`src/rtl/int2sp_pkg.sv`:
```
package int2sp_pkg;
  parameter int SRC_W  = 64;
  parameter int NARW_W = 32;
  parameter int LANE_W = 32;
  parameter int VEC_W  = 128;
  parameter int EXP_W  = 8;
  parameter int MAN_W  = 23;
  parameter int BIAS   = 127;

  typedef enum logic [1:0] {
    RND_NEAR = 2'b00,
    RND_DOWN = 2'b01,
    RND_UP   = 2'b10,
    RND_ZERO = 2'b11
  } rnd_mode_e;
endpackage

```
`src/rtl/cvt_operand.sv`:
```
// Chooses the active operand width and splits it into sign and magnitude.
module cvt_operand #(
  parameter int SRC_W  = 64,
  parameter int NARW_W = 32
) (
  input  logic [SRC_W-1:0] src,
  input  logic             op_wide,
  input  logic             mode64,
  output logic             sign,
  output logic [SRC_W-1:0] mag
);
  localparam int EXT_W = SRC_W - NARW_W;

  logic             use_wide;
  logic [SRC_W-1:0] val;

  always_comb begin
    // A wide request only counts inside 64-bit mode.
    use_wide = op_wide & mode64;
    if (use_wide) val = src;
    else          val = {{EXT_W{src[NARW_W-1]}}, src[NARW_W-1:0]};
    sign = val[SRC_W-1];
    // The unsigned negation of the most negative value is its own magnitude.
    mag  = sign ? (~val + {{(SRC_W-1){1'b0}}, 1'b1}) : val;
  end
endmodule

```
`src/rtl/cvt_lzc.sv`:
```
// Leading-zero counter; the scan length follows the parameter width.
module cvt_lzc #(
  parameter int W  = 64,
  localparam int CW = $clog2(W)
) (
  input  logic [W-1:0]  vec,
  output logic [CW-1:0] cnt,
  output logic          all_zero
);
  always_comb begin
    cnt = '0;
    for (int i = 0; i < W; i++) begin
      if (vec[i]) cnt = CW'(W - 1 - i);
    end
    all_zero = ~|vec;
  end
endmodule

```
`src/rtl/cvt_round.sv`:
```
// Normalizes the magnitude, rounds by mode and packs the single-precision word.
module cvt_round
  import int2sp_pkg::*;
#(
  parameter int SW  = 64,
  parameter int EW  = 8,
  parameter int MW  = 23,
  parameter int BS  = 127,
  localparam int CW = $clog2(SW),
  localparam int FW = 1 + EW + MW
) (
  input  logic          sign,
  input  logic [SW-1:0] mag,
  input  logic [CW-1:0] lz,
  input  logic          is_zero,
  input  logic [1:0]    rnd,
  output logic [FW-1:0] fp,
  output logic          inexact
);
  localparam int SIG_W = MW + 1;
  localparam int DROP  = SW - SIG_W;
  localparam int TOP_E = BS + SW - 1;

  logic [SW-1:0]    norm;
  logic [SIG_W-1:0] sig;
  logic             guard;
  logic             sticky;
  logic             lost;
  logic             bump;
  logic [SIG_W:0]   sum;
  logic             carry;
  logic [EW-1:0]    exp_pre;
  logic [EW-1:0]    exp_fin;
  logic [MW-1:0]    frac;
  rnd_mode_e        mode;

  always_comb begin
    norm    = mag << lz;
    sig     = norm[SW-1 -: SIG_W];
    guard   = norm[DROP-1];
    sticky  = |norm[DROP-2:0];
    lost    = guard | sticky;
    exp_pre = EW'(TOP_E) - EW'(lz);
    mode    = rnd_mode_e'(rnd);
    unique case (mode)
      RND_NEAR: bump = guard & (sticky | sig[0]);
      RND_DOWN: bump = sign & lost;
      RND_UP:   bump = ~sign & lost;
      default:  bump = 1'b0;
    endcase
    sum     = {1'b0, sig} + {{SIG_W{1'b0}}, bump};
    carry   = sum[SIG_W];
    exp_fin = exp_pre + {{(EW-1){1'b0}}, carry};
    frac    = carry ? '0 : sum[MW-1:0];
    if (is_zero) begin
      fp      = '0;
      inexact = 1'b0;
    end else begin
      fp      = {sign, exp_fin, frac};
      inexact = lost;
    end
  end
endmodule

```
`src/rtl/int2sp_cvt.sv`:
```
module int2sp_cvt
  import int2sp_pkg::*;
#(
  parameter int SW  = SRC_W,
  parameter int NW  = NARW_W,
  parameter int LW  = LANE_W,
  parameter int VW  = VEC_W,
  parameter int EW  = EXP_W,
  parameter int MW  = MAN_W,
  parameter int BS  = BIAS
) (
  input  logic          clk,
  input  logic          rst_n,
  input  logic          in_valid,
  input  logic [SW-1:0] src_int,
  input  logic          op_wide,
  input  logic          mode64,
  input  logic [1:0]    rnd_mode,
  input  logic          form_3op,
  input  logic [VW-1:0] merge_src,
  output logic          out_valid,
  output logic [VW-1:0] result,
  output logic          zero_upper,
  output logic          inexact
);
  localparam int LANES = VW / LW;
  localparam int CW    = $clog2(SW);
  localparam int FW    = 1 + EW + MW;

  // Reset: asserted asynchronously, released through two flops.
  logic rst_s1_n, rst_s2_n;
  always_ff @(posedge clk or negedge rst_n) begin
    if (!rst_n) begin
      rst_s1_n <= 1'b0;
      rst_s2_n <= 1'b0;
    end else begin
      rst_s1_n <= 1'b1;
      rst_s2_n <= rst_s1_n;
    end
  end

  logic          sign;
  logic [SW-1:0] mag;
  logic [CW-1:0] lz;
  logic          is_zero;
  logic [FW-1:0] fp;
  logic          fp_inexact;

  cvt_operand #(.SRC_W(SW), .NARW_W(NW)) u_operand (
    .src(src_int), .op_wide(op_wide), .mode64(mode64),
    .sign(sign), .mag(mag)
  );

  cvt_lzc #(.W(SW)) u_lzc (
    .vec(mag), .cnt(lz), .all_zero(is_zero)
  );

  cvt_round #(.SW(SW), .EW(EW), .MW(MW), .BS(BS)) u_round (
    .sign(sign), .mag(mag), .lz(lz), .is_zero(is_zero), .rnd(rnd_mode),
    .fp(fp), .inexact(fp_inexact)
  );

  // Lane assembly: lane 0 takes the converted value, the others merge.
  logic [VW-1:0] vec_nxt;
  for (genvar g = 0; g < LANES; g++) begin : g_lane
    if (g == 0) begin : g_low
      assign vec_nxt[LW-1:0] = LW'(fp);
    end else begin : g_merge
      assign vec_nxt[g*LW +: LW] = merge_src[g*LW +: LW];
    end
  end

  // Next-state logic with an explicit capture enable.
  logic          valid_d, zup_d, inx_d;
  logic [VW-1:0] res_d;
  always_comb begin
    valid_d = in_valid;
    res_d   = result;
    zup_d   = zero_upper;
    inx_d   = inexact;
    if (in_valid) begin
      res_d = vec_nxt;
      zup_d = form_3op;
      inx_d = fp_inexact;
    end
  end

  always_ff @(posedge clk or negedge rst_s2_n) begin
    if (!rst_s2_n) begin
      out_valid  <= 1'b0;
      result     <= '0;
      zero_upper <= 1'b0;
      inexact    <= 1'b0;
    end else begin
      out_valid  <= valid_d;
      result     <= res_d;
      zero_upper <= zup_d;
      inexact    <= inx_d;
    end
  end
endmodule

```
`config.mk`:
```
export PLATFORM = sky130hd
export DESIGN_NAME = int2sp_cvt
export DESIGN_NICKNAME = d
export VERILOG_FILES = /design/src/rtl/int2sp_pkg.sv /design/src/rtl/cvt_operand.sv /design/src/rtl/cvt_lzc.sv /design/src/rtl/cvt_round.sv /design/src/rtl/int2sp_cvt.sv
export SDC_FILE = /design/constraint.sdc
export NUM_CORES = 1
export LEC_CHECK = 0
export BUFFER_PORTS_ARGS = -buffer_cell sky130_fd_sc_hd__buf_2
export CORE_AREA = 10 10 198 386
export DETAILED_ROUTE_END_ITERATION = 10
export DIE_AREA = 0 0 208 396
export SYNTH_ARGS = -nofsm -noshare
export SYNTH_HDL_FRONTEND = slang
export SYNTH_SLANG_ARGS = --single-unit
```
`constraint.sdc`:
```
create_clock -name clk -period 4.1 [get_ports clk]
set_input_delay 0 -clock clk [delete_from_list [all_inputs] [get_ports clk]]
set_output_delay 0 -clock clk [all_outputs]
set_load 0.01 [all_outputs]
```
Word-level counts from Yosys, hierarchy flattened. Index checks and enable logic that the tools add are counted.

Output and inout bits: 131. Register bits: 133.

Muxes and demuxes: 70. Bitwise logic cells: 8. Reduce and logical (&&, ||, !) cells: 3. Shifts and indexed selects: 1. Add/subtract/negate cells: 4. Equal/unequal tests: 2.

Operators by type and width (count): 6-bit 2-to-1 mux (64); 64-bit 2-to-1 mux (2); 64-bit by 1-bit adder with 64-bit output, second input constant (1); 64-bit NOT (1); 64-bit OR reduction (1); 64-bit by 6-bit << shifter with 64-bit output (1); 39-bit OR reduction (1); 32-bit 2-to-1 mux (1); 24-bit by 1-bit adder with 25-bit output (1); 23-bit 2-to-1 mux (1); 8-bit by 1-bit adder with 8-bit output (1); 8-bit by 6-bit subtractor with 8-bit output, first input constant (1); 1-bit bitwise AND (4); 1-bit case mux with 3 select lines (1); 2-bit by 1-bit == test with 1-bit output, second input constant (1); 2-bit == test, second input constant (1); 2-bit zero test (1); 1-bit OR (2); 1-bit 2-to-1 mux (1); 1-bit NOT (1).

Logic depth before layout (Yosys ltp). Gate-level depths: netlist of the first run.

Word-level depth: 77. Mapped depth: 38. Depth with buffers taken out: 31.

Cells and area by module. Synthesis of the first run repeated with hierarchy kept, for this count alone.

Cell total of the unflattened synthesis: 1423. Area, all modules: 13471.7 um^2.

By module, submodules not included: cvt_round (cells an instance 637, seq. area each 0.0 um^2, area an instance 5467.7 um^2, times used 1); int2sp_cvt (cells an instance 278, seq. area each 3328.2 um^2, area an instance 4931.0 um^2, times used 1); cvt_operand (cells an instance 362, seq. area each 0.0 um^2, area an instance 2288.4 um^2, times used 1); cvt_lzc (cells an instance 146, seq. area each 0.0 um^2, area an instance 784.5 um^2, times used 1).

Worst setup path before layout of the first run. No wires, ideal clock.

Path type: in2reg. From: input src_int[0]. To: register result[30]. Data arrival time: 6514 ps. Stages: 34. Buffers on the path: 7. Library setup time: 149 ps. Slack: -2563 ps. Cell sequence: clkbuf_1 inv_1 ha_1 nor3b_2 nand4_4 buf_2 buf_2 or4_1 a211oi_1 o211a_1 o311ai_1 a311o_1 a21oi_4 buf_2 buf_2 buf_2 buf_1 nor2_1 a211o_1 nor4_1 nand4_1 a21oi_1 a21oi_1 o21a_1 ha_1 ha_1 o31ai_1 and4bb_2 nand3_1 ha_1 nand3_1 nor2_1 and3_1 o2bb2ai_1.

Word-level cells in the longest chain between the ends: 76. Elaborated cells on any way between the ends: 81.

Ends and longest elaborated chain: from (decl) (line int2sp_cvt.sv:15) `input logic [SW-1:0] src_int,`; 64-bit 2-to-1 mux * (line cvt_operand.sv:20) `if (use_wide) val = src;`; 64-bit NOT (line cvt_operand.sv:24) `mag = sign ? (~val + {{(SRC_W-1){1'b0}}, 1'b1}) : val;`; 64-bit by 1-bit adder with 64-bit output (line cvt_operand.sv:24); 64-bit 2-to-1 mux * (line cvt_operand.sv:24); 6-bit 2-to-1 mux (64 in a row) (line cvt_lzc.sv:13) `if (vec[i]) cnt = CW'(W - 1 - i);`; 64-bit by 6-bit << shifter with 64-bit output (line cvt_round.sv:38) `norm = mag << lz;`; 39-bit OR reduction (line cvt_round.sv:41) `sticky = |norm[DROP-2:0];`; 1-bit OR (on tied branches) (line cvt_round.sv:42, cvt_round.sv:46); 1-bit bitwise AND (on tied branches) (line cvt_round.sv:48, cvt_round.sv:46, cvt_round.sv:47); 1-bit case mux with 3 select lines (line cvt_round.sv:45) `unique case (mode)`; 24-bit by 1-bit adder with 25-bit output (line cvt_round.sv:51) `sum = {1'b0, sig} + {{SIG_W{1'b0}}, bump};`; 8-bit by 1-bit adder with 8-bit output (line cvt_round.sv:53) `exp_fin = exp_pre + {{(EW-1){1'b0}}, carry};`; 32-bit 2-to-1 mux * (line cvt_round.sv:55) `if (is_zero) begin`; to (signal assigned) (line int2sp_cvt.sv:96) `result <= res_d;`; to (decl) (line int2sp_cvt.sv:22) `output logic [VW-1:0] result,`.

Mark *: on every way between the ends. The rest lies on a longest branch, timed or not. A chain may end at the register's enable or synchronous reset.

Final worst setup path of the first run.
From: input src_int[0]. To: register result[20].

Word-level cells in the longest chain between the ends: 76. Elaborated cells on any way between the ends: 80.

Ends and longest elaborated chain: 64-bit 2-to-1 mux * (line cvt_operand.sv:20); 64-bit NOT (line cvt_operand.sv:24); 64-bit by 1-bit adder with 64-bit output (line cvt_operand.sv:24); 64-bit 2-to-1 mux * (line cvt_operand.sv:24); 6-bit 2-to-1 mux (64 in a row) (line cvt_lzc.sv:13); 64-bit by 6-bit << shifter with 64-bit output (line cvt_round.sv:38); 39-bit OR reduction (line cvt_round.sv:41); 1-bit OR (on tied branches) (line cvt_round.sv:42, cvt_round.sv:46); 1-bit bitwise AND (on tied branches) (line cvt_round.sv:48, cvt_round.sv:46, cvt_round.sv:47); 1-bit case mux with 3 select lines (line cvt_round.sv:45); 24-bit by 1-bit adder with 25-bit output (line cvt_round.sv:51); 23-bit 2-to-1 mux (line cvt_round.sv:54) `frac = carry ? '0 : sum[MW-1:0];`; 32-bit 2-to-1 mux * (line cvt_round.sv:55).

Marked as above.

==> results of run 1 <==
-- layout make-up --
class | count | area [um2] | share of cell area (%)
Antenna cell | 1 | 2.50 | 0.00823
Clock buffer | 19 | 433 | 1.42
Clock inverter | 13 | 125 | 0.412
Inverter | 24 | 125 | 0.412
Multi-Input combinational cell | 1724 | 14100 | 46.3
Sequential cell | 133 | 3330 | 11.0
Tap cell | 903 | 1130 | 3.72
Timing Repair Buffer | 1436 | 11200 | 36.8
-- repair_timing --
item | in CTS | in global routing
resized for setup | 211 | 162
cloned | 6 | 0
setup endpoints to repair | 32 | 33
setup buffers | 70 | 34
hold endpoints to repair | 100 | 0
hold buffers | 100 | 0
pin swaps | 89 | 72
-- critical path, delay by kind of cell --
kind / cells / cell delay (ns)
AO/OA/AOI/OAI: 12 / 2.39
buffers and inverters: 13 / 1.90
adder cells (fa/ha/maj): 3 / 0.42
multiplexers: 1 / 0.27
AND/OR/NAND/NOR: 8 / 1.90
-- stage by stage --
| stage | area [um2] | cells | utilization [%] |
|---|---|---|---|
| floorplan | 17100 | 2075 | - |
| global placement | 26200 | 4015 | 37.5 |
| detailed placement | 26200 | 4015 | 37.5 |
| CTS | 29400 | 4221 | 42.0 |
| global route | 30400 | 4252 | 43.5 |
| finish | 30400 | 4253 | 43.5 |
-- worst max-delay path by stage --
stage	from	endpoint	slack [ns]	cells past startpoint
floorplan	src_int[28]	result[28]	-1.91	31
global placement	src_int[0]	result[8]	-3.54	36
detailed placement	src_int[0]	result[7]	-3.64	36
CTS	src_int[0]	result[3]	-2.39	38
global route	src_int[0]	result[20]	-2.58	38
finish	src_int[0]	result[20]	-2.46	37
-- power by group through the flow --
stage | sequential [uW] | clock, uW | combinational (uW)
final | 1700 | 1460 | 8410
after global routing | 1720 | 1550 | 8760
after CTS | 1690 | 1500 | 7700
after detailed placement | 1710 | 0 | 7070
after global placement | 1700 | 0 | 7070
after floorplan | 1770 | 0 | 2950
-- Yosys cell counts, types with 17 or more instances --
cell       count
a211oi_1      35
a21o_1        22
a21oi_1      114
a221oi_1      20
a22oi_1       17
a31oi_1       30
a32oi_1       19
and3_1        29
buf_2         75
clkbuf_1      77
dfrtp_1      133
inv_1         22
mux2_2       113
mux2i_1       38
nand2_1      136
nand3_1       89
nand4_1       35
nor2_1       137
nor3_1        75
nor4_1        35
o2111ai_1     18
o211ai_1      51
o21ai_0      119
o21ai_1       29
o221ai_1      21
o22ai_1       22
o2bb2ai_2     19
o31ai_1       35
or2_2         17
or3_1         30
xnor2_1       58
xor2_1        23
-- cells by family (layout without fill, tap and decap cells) --
group,count (synthesis),count (layout)
and+or+nand+nor,711,711
DFF,133,133
xor gates and xnor gates,83,83
muxes,153,153
buffers and inverters,218,1492
adders and majority gates,9,9
other,1,2
AOI/OAI and AO/OA,767,767
-- placed cells by master (no fill, tap or decap), types with 15 or more instances in the layout --
cell	count
a211oi_1	25
nand2_1	120
dlygate4sd3_1	100
buf_2	294
or3_1	25
mux2i_1	31
dfrtp_1	132
buf_4	939
nor3_2	19
a21oi_1	96
o211ai_1	51
clkbuf_16	17
nor4_1	21
a32oi_1	15
nand4_1	35
and3_1	26
nor4_4	19
o21ai_2	20
o21ai_0	86
o2bb2ai_2	20
o22ai_1	19
nor2_1	121
nor3_1	57
xor2_1	22
nand3_1	79
o21ai_1	37
o31ai_1	28
a31oi_1	28
a21oi_2	17
xnor2_1	56
a21o_1	21
inv_1	19
buf_6	46
buf_12	49
mux2_2	108
-- layer usage --
metal	track usage (%)	part of all wire, %	up-vias
met2	51.4	50	1236
met3	5.83	6.0	496
met4	27.0	12	4
met1	25.1	32	11305
li1	-	-	10718
met5	0	0.026	-
-- registers in the layout (all words and copies together), names as in the netlist --
name,count
inexact,1
out_valid,1
result,128
rst_s1_n,1
rst_s2_n,1
zero_upper,1
==> impl_metrics.ini, run 1 <==
[worst_hold_path]
min_path_cells = 3
whs_endpoint = result[96]
hp-class = input port to register
min_from = merge_src[96]

[setup_path]
path_class = input port to register
cp_max_fo = 12
critPathRequiredTime_ns = 4.41
reg2reg_depth = 1
timing.rr.end = result[47]
cp.arrival_ns = 6.87
r2r_setup_slack_ns = 2.75
cpMostUsedCell = buf_6
crit_path_end_kind = register
crit_slowest_cell = or4b_4
start_kind = input port
reg2reg_from = rst_s2_n
critPathMaxStageDelay_ns = 0.48

[floorplan]
dieWidth_um = 208
die_h_um = 396
coreArea_um2 = 69900
rows = 137
ios = 331
die_area_um2 = 82400
start_util_pct = 23.8

[synthesis]
synth_edf_count = 0
synthAdderAreaFrac_pct = 0.676
synth_ff_type = dfrtp_1
synth_top_area_share_pct = 20.0
yosysSeqAreaShare_pct = 20.0
synth_compound_area_share_pct = 34.6
synthDistinctLibCells = 126
synthTopCellsByArea = dfrtp_1 (20%), mux2_2 (7.6%), o21ai_0 (3.6%), a21oi_1 (3.4%), nor2_1 (3.1%)
syn-mean-instance-area_um2 = 8.03
syn_nets = 2284
yosysWarnings = 0
synth_xor_xnor_area_share_pct = 4.45
synth_top_cell_by_area = dfrtp_1
synthArstFlopShare_pct = 100
syn_area_um2 = 16700
synthMuxAreaShare_pct = 10.2
ys_seq_elements = 133
synth_top_family_by_area = compound AO/OA/AOI/OAI gates
synth_cells = 2075
synthSimpleGateAreaFrac_pct = 23.8

[clocking]
cts.sinks = 133
cts-root-buf = clkbuf_16
cts_tree = yes
clockBufferDepth = 2
worstSkewPairLatency_ns = 0.42
cts.clk_slew.worst_paths_ns = 0.06
cts_buffers = 17
htree_levels = 4

[timing]
grt_setup_unrepaired = true
whs_ns = 0.347
slew_viol_final = 0
period_share_pct = 160
final-hold-violation-count = 0
layout_min_cycle_time_ns = 6.56
fin_ws_ns = -2.46
worst_pin_slew_ns = 1.13
timing.setup.tns_ns = -75.02
relSlewSlack_pct = 24.4
fmax_mhz = 153
setup_viol = 32
skew_ns = 0.0102

[pwr]
p_switching_uw = 5400
ir_worst_vdd_mv = 0.328
p_clk_share_pct = 12.6
cell_internal_pwr_uw = 6170
switching_share_pct = 46.6
p_leak_uw = 0.0131
power.density_nw_per_um2 = 381
p_comb_share_pct = 72.7
finalPower_uw = 11600
seqPwrFrac_pct = 14.7

[flow_run]
maxCapViolCount = 0

[global_routing]
grt_pass1_wl_um = 171000
grt_max_degree = 86
gr-total-overflow = 0
track_usage_pct = 28.1
antenna_found_initial = 4
grt_pass1_vias = 24619

[final_layout]
syn_to_final_growth_pct = 82.5
layout-drive-gt1-share_pct = 54.9
finalNetCount = 3545
fillerInstances = 7020

[routing]
totalWireLength_um = 121000
via_per_inst = 5.59
antenna_left = 0
dr.first_iter.drc_count = 1868
drc = 0
post_drt_wl_per_cell_um = 28.4
vias = 23759
firstDrtPassIters = 6

[outcome]
outcome = complete, but fails checks
violations = negative setup slack

[placed_design]
dp_slack_ns = -3.64
hpwl_um = 95200
io_buffers = 298
gp_congestion = 1.12
(Power assumes the default switching activity.)
==> inputs of run 2 (changes only) <==
--- a/config.mk
+++ b/config.mk
@@ -9,6 +9,7 @@
 export CORE_AREA = 10 10 198 386
 export DETAILED_ROUTE_END_ITERATION = 10
 export DIE_AREA = 0 0 208 396
+export SKIP_LAST_GASP = 1
 export SYNTH_ARGS = -nofsm -noshare
 export SYNTH_HDL_FRONTEND = slang
 export SYNTH_SLANG_ARGS = --single-unit
==> impl_metrics.ini, run 2 (synthesis results as in run 1) <==
[routing]
dr.first_iter.drc_count = 1736
firstDrtPassIters = 7
antenna_left = 0
drc = 0
via_per_inst = 5.60
totalWireLength_um = 120000
vias = 23847
post_drt_wl_per_cell_um = 28.1

[setup_path]
cpMostUsedCell = buf_6
critPathMaxStageDelay_ns = 0.47
cp_max_fo = 6
crit_path_end_kind = register
path_class = input port to register
cp.arrival_ns = 6.92
critPathRequiredTime_ns = 4.41
start_kind = input port
crit_slowest_cell = or4b_4

[clocking]
cts_tree = yes
worstSkewPairLatency_ns = 0.42
cts.sinks = 133
clockBufferDepth = 2
cts.clk_slew.worst_paths_ns = 0.06
cts_buffers = 17
htree_levels = 4
cts-root-buf = clkbuf_16

[pwr]
finalPower_uw = 11700
ir_worst_vdd_mv = 0.327
power.density_nw_per_um2 = 380
p_leak_uw = 0.0133

[final_layout]
final_common_cell = buf_4
final_cell_mix = buf_4 (937), buf_2 (293), dfrtp_1 (132)
regMostFlops = result
layout-drive-gt1-share_pct = 55.5
fin_area_um2 = 30800
syn_to_final_growth_pct = 84.8
finalNetCount = 3554
largest_reg_flops = 128

[timing]
slew_viol_final = 0
grt_setup_unrepaired = true
fin_ws_ns = -2.51
timing.setup.tns_ns = -76.31
whs_ns = 0.349
layout_min_cycle_time_ns = 6.61
skew_ns = 0.0106
period_share_pct = 161
fmax_mhz = 151
worst_pin_slew_ns = 1.29
relSlewSlack_pct = 14.2
setup_viol = 32
final-hold-violation-count = 0

[placed_design]
io_buffers = 298
hpwl_um = 95200
placed_area_um2 = 26200
gp_congestion = 1.12

[outcome]
violations = negative setup slack
outcome = complete, but fails checks

[floorplan]
rows = 137
dieWidth_um = 208
coreArea_um2 = 69900
start_util_pct = 23.8
die_area_um2 = 82400
ios = 331
die_h_um = 396

[global_routing]
gr-total-overflow = 0
antenna_found_initial = 4
grt_pass1_wl_um = 170000
grt_pass1_vias = 24607
track_usage_pct = 27.9
grt_max_degree = 86

[flow_run]
maxCapViolCount = 0

[worst_hold_path]
hp-class = input port to register
run 2: cell types whose count changed in the layout (fill, tap and decap cells not counted), moves of 4 or more:
cell and change:
buf_8 +4, buf_6 +5, o21ai_1 -7, nor2_2 -4, nand3_2 +5, nand3_1 -4, a21oi_2 +5
run 2: metrics by stage:
stage               instances  utilization, %  worst slack (ns)
floorplan                2075               -             -1.91
global placement         4015            37.5             -3.54
detailed placement       4015            37.5             -3.64
CTS                      4221            42.0             -2.45
global route             4261            44.0             -2.67
finish                   4262            44.0             -2.51
run 2: worst paths after layout:
kind	start	end	slack, ns	cells past startpoint
worst max-delay path	src_int[0]	result[13]	-2.51	41
worst min-delay path	merge_src[96]	result[96]	0.35	3
worst max register to register	rst_s2_n	result[47]	2.74	1
max in group asynchronous	rst_s2_n	result[47]	2.74	1
worst min register to register	rst_s1_n	rst_s2_n	0.35	0
min in group asynchronous	rst_n	rst_s1_n	0.43	3
run 2: timing repair:
item	CTS	global route
resized for setup	205	216
cloned	6	0
buffers inserted	70	46
pin swaps	82	102
endpoints found under the hold margin	100	0
hold buffers	100	0
endpoints found under the setup margin	32	33
run 2: final cells by class:
type / instances / area, um2
Clock inverter: 13 / 125
Antenna cell: 1 / 2.50
Tap cell: 903 / 1130
Clock buffer: 19 / 433
Sequential cell: 133 / 3330
Timing Repair Buffer: 1445 / 11300
Inverter: 24 / 125
Multi-Input combinational cell: 1724 / 14300
Fill cell: 6952 / 39200
run 2: critical path: cells and delay by family:
family                     cells  cell delay, ns
adders and majority gates      3            0.42
and+or+nand+nor                9            1.70
AOI/OAI and AO/OA             13            2.41
buffers and inverters         16            2.38
run 2: power breakdown:
part | total (uW) | internal [uW] | switching (uW)
registers | 1700 | 1520 | 181
clock network | 1460 | 842 | 614
logic | 8540 | 3900 | 4640
run 2: routing by layer:
metal  share of wire (%)  GRT usage (%)  vias to the layer above
li1                    -              -                    10738
met1                  31           24.6                    11364
met2                  50           50.8                     1248
met3                 5.9           5.91                      493
met4                  13           28.2                        4
met5               0.022              0                        -
